File: config.mk
export PLATFORM = sky130hd
export DESIGN_NAME = atan_est
export DESIGN_NICKNAME = d
export VERILOG_FILES = /design/src/rtl/atan_est_pkg.sv /design/src/rtl/atan_est_ctrl.sv /design/src/rtl/atan_est_datapath.sv /design/src/rtl/atan_est.sv
export SDC_FILE = /design/constraint.sdc
export NUM_CORES = 1
export LEC_CHECK = 0
export ABC_AREA = 1
export BUFFER_PORTS_ARGS = -buffer_cell sky130_fd_sc_hd__clkbuf_2
export CAP_MARGIN = 20
export CORE_UTILIZATION = 40
export CTS_BUF_LIST = sky130_fd_sc_hd__clkbuf_4 sky130_fd_sc_hd__clkbuf_8
export DETAILED_ROUTE_END_ITERATION = 10
export PLACE_DENSITY = 0.64
export SETUP_SLACK_MARGIN = 0.5
export SLEW_MARGIN = 20
export SYNTH_ARGS = -nofsm -noshare
export SYNTH_HDL_FRONTEND = slang
export SYNTH_HIERARCHICAL = 1
export SYNTH_SLANG_ARGS = --single-unit
File: constraint.sdc
create_clock -name clk -period 4.89 [get_ports clk]
set_clock_uncertainty 0.15 [all_clocks]
set_input_delay 0.2445 -clock clk [delete_from_list [all_inputs] [get_ports clk]]
set_output_delay 0.2445 -clock clk [all_outputs]
set_load 0.02 [all_outputs]
File: src/rtl/atan_est_pkg.sv
package atan_est_pkg;

  // Per-cycle load strobes from the control section to the datapath.
  typedef struct packed {
    logic foldEn;    // capture a new input vector into the fold stage
    logic lookupEn;  // capture the unfolded angle into the output register
  } stepStrobes_t;

  // Octant arctangent, in whole degrees, of the ratio k/n for 0 <= k <= n.
  // A rational approximation is evaluated in scaled integers and then rounded.
  // Its error before rounding stays below a tenth of a degree.
  function automatic int unsigned atanDegEntry(input int unsigned k, input int unsigned n);
    logic [63:0] kk;
    logic [63:0] nn;
    logic [63:0] num;
    logic [63:0] den;
    kk  = 64'(k);
    nn  = 64'(n);
    num = 64'd45000 * kk * nn * nn
        + kk * (nn - kk) * (64'd14020 * nn + 64'd3799 * kk);
    den = 64'd1000 * nn * nn * nn;
    return 32'((num + (den >> 1)) / den);
  endfunction

endpackage

File: src/rtl/atan_est_ctrl.sv
module atan_est_ctrl
  import atan_est_pkg::*;
#(
  parameter int STAGES = 9
) (
  input  logic              clk,
  input  logic              rstN,
  input  logic              inValid,
  output stepStrobes_t      strobes,
  output logic [STAGES-1:0] divEn,
  output logic              outValid
);

  localparam int DEPTH = STAGES + 2;

  // Position 0: fold stage. Positions 1..STAGES: divider stages. Position STAGES+1: output.
  logic [DEPTH-1:0] stageValid;

  always_ff @(posedge clk) begin
    if (!rstN) begin
      stageValid <= '0;
    end else begin
      stageValid <= {stageValid[DEPTH-2:0], inValid};
    end
  end

  always_comb begin
    strobes.foldEn   = inValid;
    strobes.lookupEn = stageValid[STAGES];
    divEn            = stageValid[STAGES-1:0];
    outValid         = stageValid[DEPTH-1];
  end

endmodule

File: src/rtl/atan_est_datapath.sv
module atan_est_datapath
  import atan_est_pkg::*;
#(
  parameter int DATA_W = 12,
  parameter int FRAC_W = 8,
  parameter int ANG_W  = 9
) (
  input  logic                     clk,
  input  logic                     rstN,
  input  stepStrobes_t             strobes,
  input  logic [FRAC_W:0]          divEn,
  input  logic signed [DATA_W-1:0] inI,
  input  logic signed [DATA_W-1:0] inQ,
  output logic signed [ANG_W-1:0]  outAngle
);

  localparam int QW    = FRAC_W + 1;     // one integer bit plus the fraction bits
  localparam int REM_W = DATA_W + 1;     // room for a left-shifted partial remainder
  localparam int N_ENT = 1 << FRAC_W;    // quotient code that stands for a ratio of 1.0
  localparam logic signed [ANG_W-1:0] DEG90  = ANG_W'(90);
  localparam logic signed [ANG_W-1:0] DEG180 = ANG_W'(180);

  // ---------------- fold: magnitudes, ordering, sign capture ----------------
  logic [DATA_W-1:0] absI, absQ;
  logic              swapNow;

  always_comb begin
    absI    = inI[DATA_W-1] ? DATA_W'(-inI) : DATA_W'(inI);
    absQ    = inQ[DATA_W-1] ? DATA_W'(-inQ) : DATA_W'(inQ);
    swapNow = absQ > absI;
  end

  // Stage registers. Index 0 holds the fold result; index j+1 holds divider step j.
  logic [REM_W-1:0]  dRem [QW];
  logic [DATA_W-1:0] dDen [QW];
  logic [QW-1:0]     dQuo [QW+1];
  logic [QW:0]       dSwap, dNegI, dNegQ, dZero;

  // ---------------- restoring divider: one quotient bit per stage ----------------
  logic [REM_W-1:0] shf     [QW];
  logic [REM_W-1:0] nextRem [QW];
  logic [QW-1:0]    stepBit;

  always_comb begin
    for (int j = 0; j < QW; j++) begin
      shf[j]     = (j == 0) ? dRem[j] : {dRem[j][REM_W-2:0], 1'b0};
      stepBit[j] = shf[j] >= {1'b0, dDen[j]};
      nextRem[j] = stepBit[j] ? (shf[j] - {1'b0, dDen[j]}) : shf[j];
    end
  end

  always_ff @(posedge clk) begin
    if (!rstN) begin
      for (int j = 0; j < QW; j++) begin
        dRem[j] <= '0;
        dDen[j] <= '0;
      end
      for (int j = 0; j <= QW; j++) begin
        dQuo[j] <= '0;
      end
      dSwap <= '0;
      dNegI <= '0;
      dNegQ <= '0;
      dZero <= '0;
    end else begin
      if (strobes.foldEn) begin
        dRem[0]  <= REM_W'(swapNow ? absI : absQ);
        dDen[0]  <= swapNow ? absQ : absI;
        dQuo[0]  <= '0;
        dSwap[0] <= swapNow;
        dNegI[0] <= inI[DATA_W-1];
        dNegQ[0] <= inQ[DATA_W-1];
        dZero[0] <= (absI == '0) && (absQ == '0);
      end
      for (int j = 0; j < QW; j++) begin
        if (divEn[j]) begin
          if (j + 1 < QW) begin
            dRem[j+1] <= nextRem[j];
            dDen[j+1] <= dDen[j];
          end
          dQuo[j+1]  <= {dQuo[j][QW-2:0], stepBit[j]};
          dSwap[j+1] <= dSwap[j];
          dNegI[j+1] <= dNegI[j];
          dNegQ[j+1] <= dNegQ[j];
          dZero[j+1] <= dZero[j];
        end
      end
    end
  end

  // ---------------- first-octant arctangent table, one-degree entries ----------------
  logic [ANG_W-1:0] atanTab [N_ENT+1];

  for (genvar k = 0; k <= N_ENT; k++) begin : g_tab
    assign atanTab[k] = ANG_W'(atanDegEntry(k, N_ENT));
  end

  // ---------------- unfold: octant, then quadrant ----------------
  logic [QW-1:0]           tabIdx;
  logic signed [ANG_W-1:0] baseA, octA, nextAngle;

  always_comb begin
    tabIdx = (dQuo[QW] > QW'(N_ENT)) ? QW'(N_ENT) : dQuo[QW];
    baseA  = $signed(atanTab[tabIdx]);
    octA   = dSwap[QW] ? (DEG90 - baseA) : baseA;
    if (dZero[QW]) begin
      nextAngle = '0;
    end else begin
      case ({dNegI[QW], dNegQ[QW]})
        2'b00:   nextAngle = octA;
        2'b10:   nextAngle = DEG180 - octA;
        2'b11:   nextAngle = octA - DEG180;
        default: nextAngle = -octA;
      endcase
    end
  end

  always_ff @(posedge clk) begin
    if (!rstN) begin
      outAngle <= '0;
    end else if (strobes.lookupEn) begin
      outAngle <= nextAngle;
    end
  end


  div_zero_sat_chk: assert property (@(posedge clk) disable iff (!rstN)
    (divEn[QW-1] && dZero[QW-1]) |=> (dQuo[QW] == {QW{1'b1}}));


  ratio_bound_chk: assert property (@(posedge clk) disable iff (!rstN)
    (strobes.lookupEn && !dZero[QW]) |-> (dQuo[QW] <= QW'(N_ENT)));


  zero_out_chk: assert property (@(posedge clk) disable iff (!rstN)
    (strobes.lookupEn && dZero[QW]) |=> (outAngle == '0));


  upper_half_chk: assert property (@(posedge clk) disable iff (!rstN)
    (strobes.lookupEn && !dNegQ[QW]) |=> (outAngle >= 0));


  lower_half_chk: assert property (@(posedge clk) disable iff (!rstN)
    (strobes.lookupEn && dNegQ[QW]) |=> (outAngle <= 0));

endmodule

File: src/rtl/atan_est.sv
module atan_est
  import atan_est_pkg::*;
#(
  parameter int DATA_W = 12,
  parameter int FRAC_W = 8,
  parameter int ANG_W  = 9
) (
  input  logic                     clk,
  input  logic                     rstN,
  input  logic                     inValid,
  input  logic signed [DATA_W-1:0] inI,
  input  logic signed [DATA_W-1:0] inQ,
  output logic                     outValid,
  output logic signed [ANG_W-1:0]  outAngle
);

  localparam int STAGES = FRAC_W + 1;

  stepStrobes_t      strobes;
  logic [STAGES-1:0] divEn;

  atan_est_ctrl #(.STAGES(STAGES)) u_ctrl (
    .clk      (clk),
    .rstN     (rstN),
    .inValid  (inValid),
    .strobes  (strobes),
    .divEn    (divEn),
    .outValid (outValid)
  );

  atan_est_datapath #(.DATA_W(DATA_W), .FRAC_W(FRAC_W), .ANG_W(ANG_W)) u_dp (
    .clk      (clk),
    .rstN     (rstN),
    .strobes  (strobes),
    .divEn    (divEn),
    .inI      (inI),
    .inQ      (inQ),
    .outAngle (outAngle)
  );


  angle_range_chk: assert property (@(posedge clk) disable iff (!rstN)
    outValid |-> ((outAngle >= -ANG_W'(180)) && (outAngle <= ANG_W'(180))));

endmodule

==> reports/summary.txt <==
Setup Crit Path Kind: in -> reg
# DRC: 0
RSZ-0062 raised after global routing: false
Share of Yosys cell area claimed by the top area cell type: 41.4%
Die X: 220 um
Worst min path class: in -> reg
Filler cells: 4548
Final net count: 2372
Total core area: 46700 sq um
Maximum fanout along the worst path: 11
#FFs+latches synth: 321
Post-Syn Area per Cell: 8.81 sq um
GPL Wtd Cong: 0.856
Worst vdd ir: 0.000191 V
Syn_nets: 2314
Total global routing overflow: 0
Initial cell density of the core: 40.6%
Antenna Nets Post-Route: 0
Worst rel slew slack: 27.5%
Global-route wire length before repair: 62900 um
Max incr delay on CP: 590 ps
Clock-pin slew on the worst setup and hold paths: 60 ps
Pin count of the biggest net entering global routing: 100
Clock latency on the worst-skew pair: 630 ps
Cell taking the most area after synthesis: edfxtp_1
Post-DR wirelength/cell: 13.2 um
Critical path's slowest cell: dlygate4sd3_1
Number of CTS-inserted buffers: 55
Arrival @ worst endpoint: 4380 ps
Vias in the first global route: 14000
Power per standard cell area: 381 nW/um^2
Nature of the critical path endpoint: register
Die area: 48200 sq um
Synth warn: 6
Final Slew Violations: 0
Min Tclk post-route: 4160 ps
ANT cells: 0
Top cells by area, synth: edfxtp_1 (41%), ha_1 (8.6%), inv_1 (8.4%)
Vias: 14000
DR vias/cell: 4.89
Met1 Use GR: 17.0%
Total GRT Usage: 15.9%
Routed wire length: 37700 um
Endpoints failing hold: 0
Bufs on Longest Clock Path: 3
Met2 Use GR: 30.2%
Worst path top cell family by delay: buffers and inverters
Drt first pass iters: 5
Required time of the critical path: 5110 ps
Fin cells: 2855
Vert. Die Dim: 220 um
DP Wirelength: 28100 um
CP dominant cell by count: nor3_1
Finished Core Util: 45.0%
Worst-path cell chain: dlygate4sd3_1, clkbuf_2, nor3_1, inv_1, nor3_1, inv_1, nor3_1, nand3_1, nand2_1, xor2_1, ha_1, a21oi_1, nor2_1, a211oi_1, o211ai_1, nand2_1, clkinvlp_4, nor2_1, a211oi_1, dlygate4sd3_1
Drt initial violations: 644
Max Clk Rate: 0.240 GHz
I/O pins: 37
Met3 GRT Util: 2.47%
Initial antenna violation count: 0
H-tree Lvls: 2
Clock root buffer: clkbuf_8
Syn Std Cell Area: 18900 sq um
Post-synthesis cell type count: 53
Most frequent cells in the layout: inv_1 (424), nand2_1 (369), edfxtp_1 (261)
Layout cells sized above 1: 9.25%
Worst-Margin Slew: 1090 ps
Placed Instances: 2741
Setup crit start kind: primary input
P_leak: 9.66 nW
CTS tree: done
Syn Inst Count: 2149
Row count: 79
Sequential element share of the synthesized area: 47.7%
Clock sink total: 321
Max-Cap Viols: 0
Final setup vio count: 0
Status: finished, final reports clean
PortBufs: 36
Busiest grt layer: met2
Final setup TNS: 0 ps
Buf/Inv on CP: 6
Period utilization: 85.1%
Area Overhead vs Synth: 10.9%
Most common cell after layout, fill and taps aside: inv_1
[sequential cells by signal, indices dropped and copies added, names as in the netlist]
register,count
u_dp/dQuo,45
u_dp/outAngle,9
u_dp/dNegQ,10
u_dp/dSwap,10
u_ctrl/stageValid,11
u_dp/dZero,10
u_dp/dNegI,10
u_dp/dDen,108
u_dp/dRem,108
[tightest hold or removal path, delay by kind of cell]
| kind | cells | cell delay (ps) |
|---|---|---|
| compound gates | 1 | 130 |
| buf+inv | 2 | 210 |
| xor+xnor | 1 | 120 |
[cells by family after synthesis]
logic type / after synthesis / synth area share (%)
compound gates: 416 / 12.5
xor+xnor: 99 / 4.68
fa+ha+maj: 138 / 9.44
buf+inv: 500 / 10.2
flops: 321 / 47.7
simple gates: 675 / 15.5
[routing by layer]
metal	up-vias	part of all wire, %	wire (um)
met5	-	0	0
met4	0	3.9	1470
met3	91	3.1	1180
met2	224	52	19600
met1	6422	41	15400
li1	7227	-	-
[synthesized netlist by cell type (all sizes together)]
master,count
a211oi,37
a21boi,1
a21o,4
a21oi,180
a221oi,4
a41oi,2
buf,13
clkbuf,50
clkinv,5
dfxtp,60
edfxtp,261
fa,8
ha,130
inv,432
nand2,392
nand3,91
nand3b,3
nand4,21
nor2,135
nor3,17
nor4,5
nor4b,1
o2111ai,1
o211ai,13
o21a,2
o21ai,132
o21bai,3
o221ai,1
o22ai,32
o31ai,2
o41ai,2
or2,9
or4,1
xnor2,52
xor2,47
[layout make-up]
| type | count | area, sq um | area share (%) |
|---|---|---|---|
| repair inverters | 1 | 5.00 | 0.0238 |
| repair buffers | 63 | 423 | 2.01 |
| multi-input cells | 1328 | 8030 | 38.2 |
| well taps | 607 | 759 | 3.61 |
| clock inverters | 18 | 150 | 0.715 |
| flip-flops and latches | 321 | 9040 | 43.0 |
| inverters | 437 | 1650 | 7.85 |
| clock buffers | 80 | 957 | 4.56 |
[per-stage QoR]
step | instance area (sq um) | power, W | hold slack (ps) | worst slack [ps]
5_1_grt | 21000 | 0.00852 | 66.9 | 469
3_5_place_dp | 19700 | 0.00561 | 273 | 709
3_3_place_gp | 19700 | 0.00553 | 273 | 748
4_1_cts | 20900 | 0.00808 | 7.23 | 709
6_report | 21000 | 0.00800 | 70.3 | 728
2_1_floorplan | 18900 | 0.00516 | 192 | 1080
[where the power goes]
part,total [W],leakage [nW],switching (W),internal [W]
clock,0.00242,0.589,0.00105,0.00136
sequential,0.00345,3.18,0.000137,0.00332
combinational,0.00213,5.89,0.00131,0.000818
total,0.00800,9.66,0.00250,0.00550
[final timing paths]
kind                        start              endpoint  slack [ps]  depth (start not counted)
max                        inQ[0]      u_dp/dRem[0][11]         730                         20
min                        inI[5]       u_dp/dRem[0][5]          70                          4
max reg2reg       u_dp/dQuo[9][7]      u_dp/outAngle[4]         910                         27
min reg2reg  u_ctrl/stageValid[5]  u_ctrl/stageValid[6]         280                          2
[timing repair]
item,CTS,global route
endpoints found under the setup margin,0,4
buffers inserted,0,2
hold buffers,13,0
gates resized for setup,0,8
hold endpoints to repair,12,0
Power figures use the tool's default switching activity.
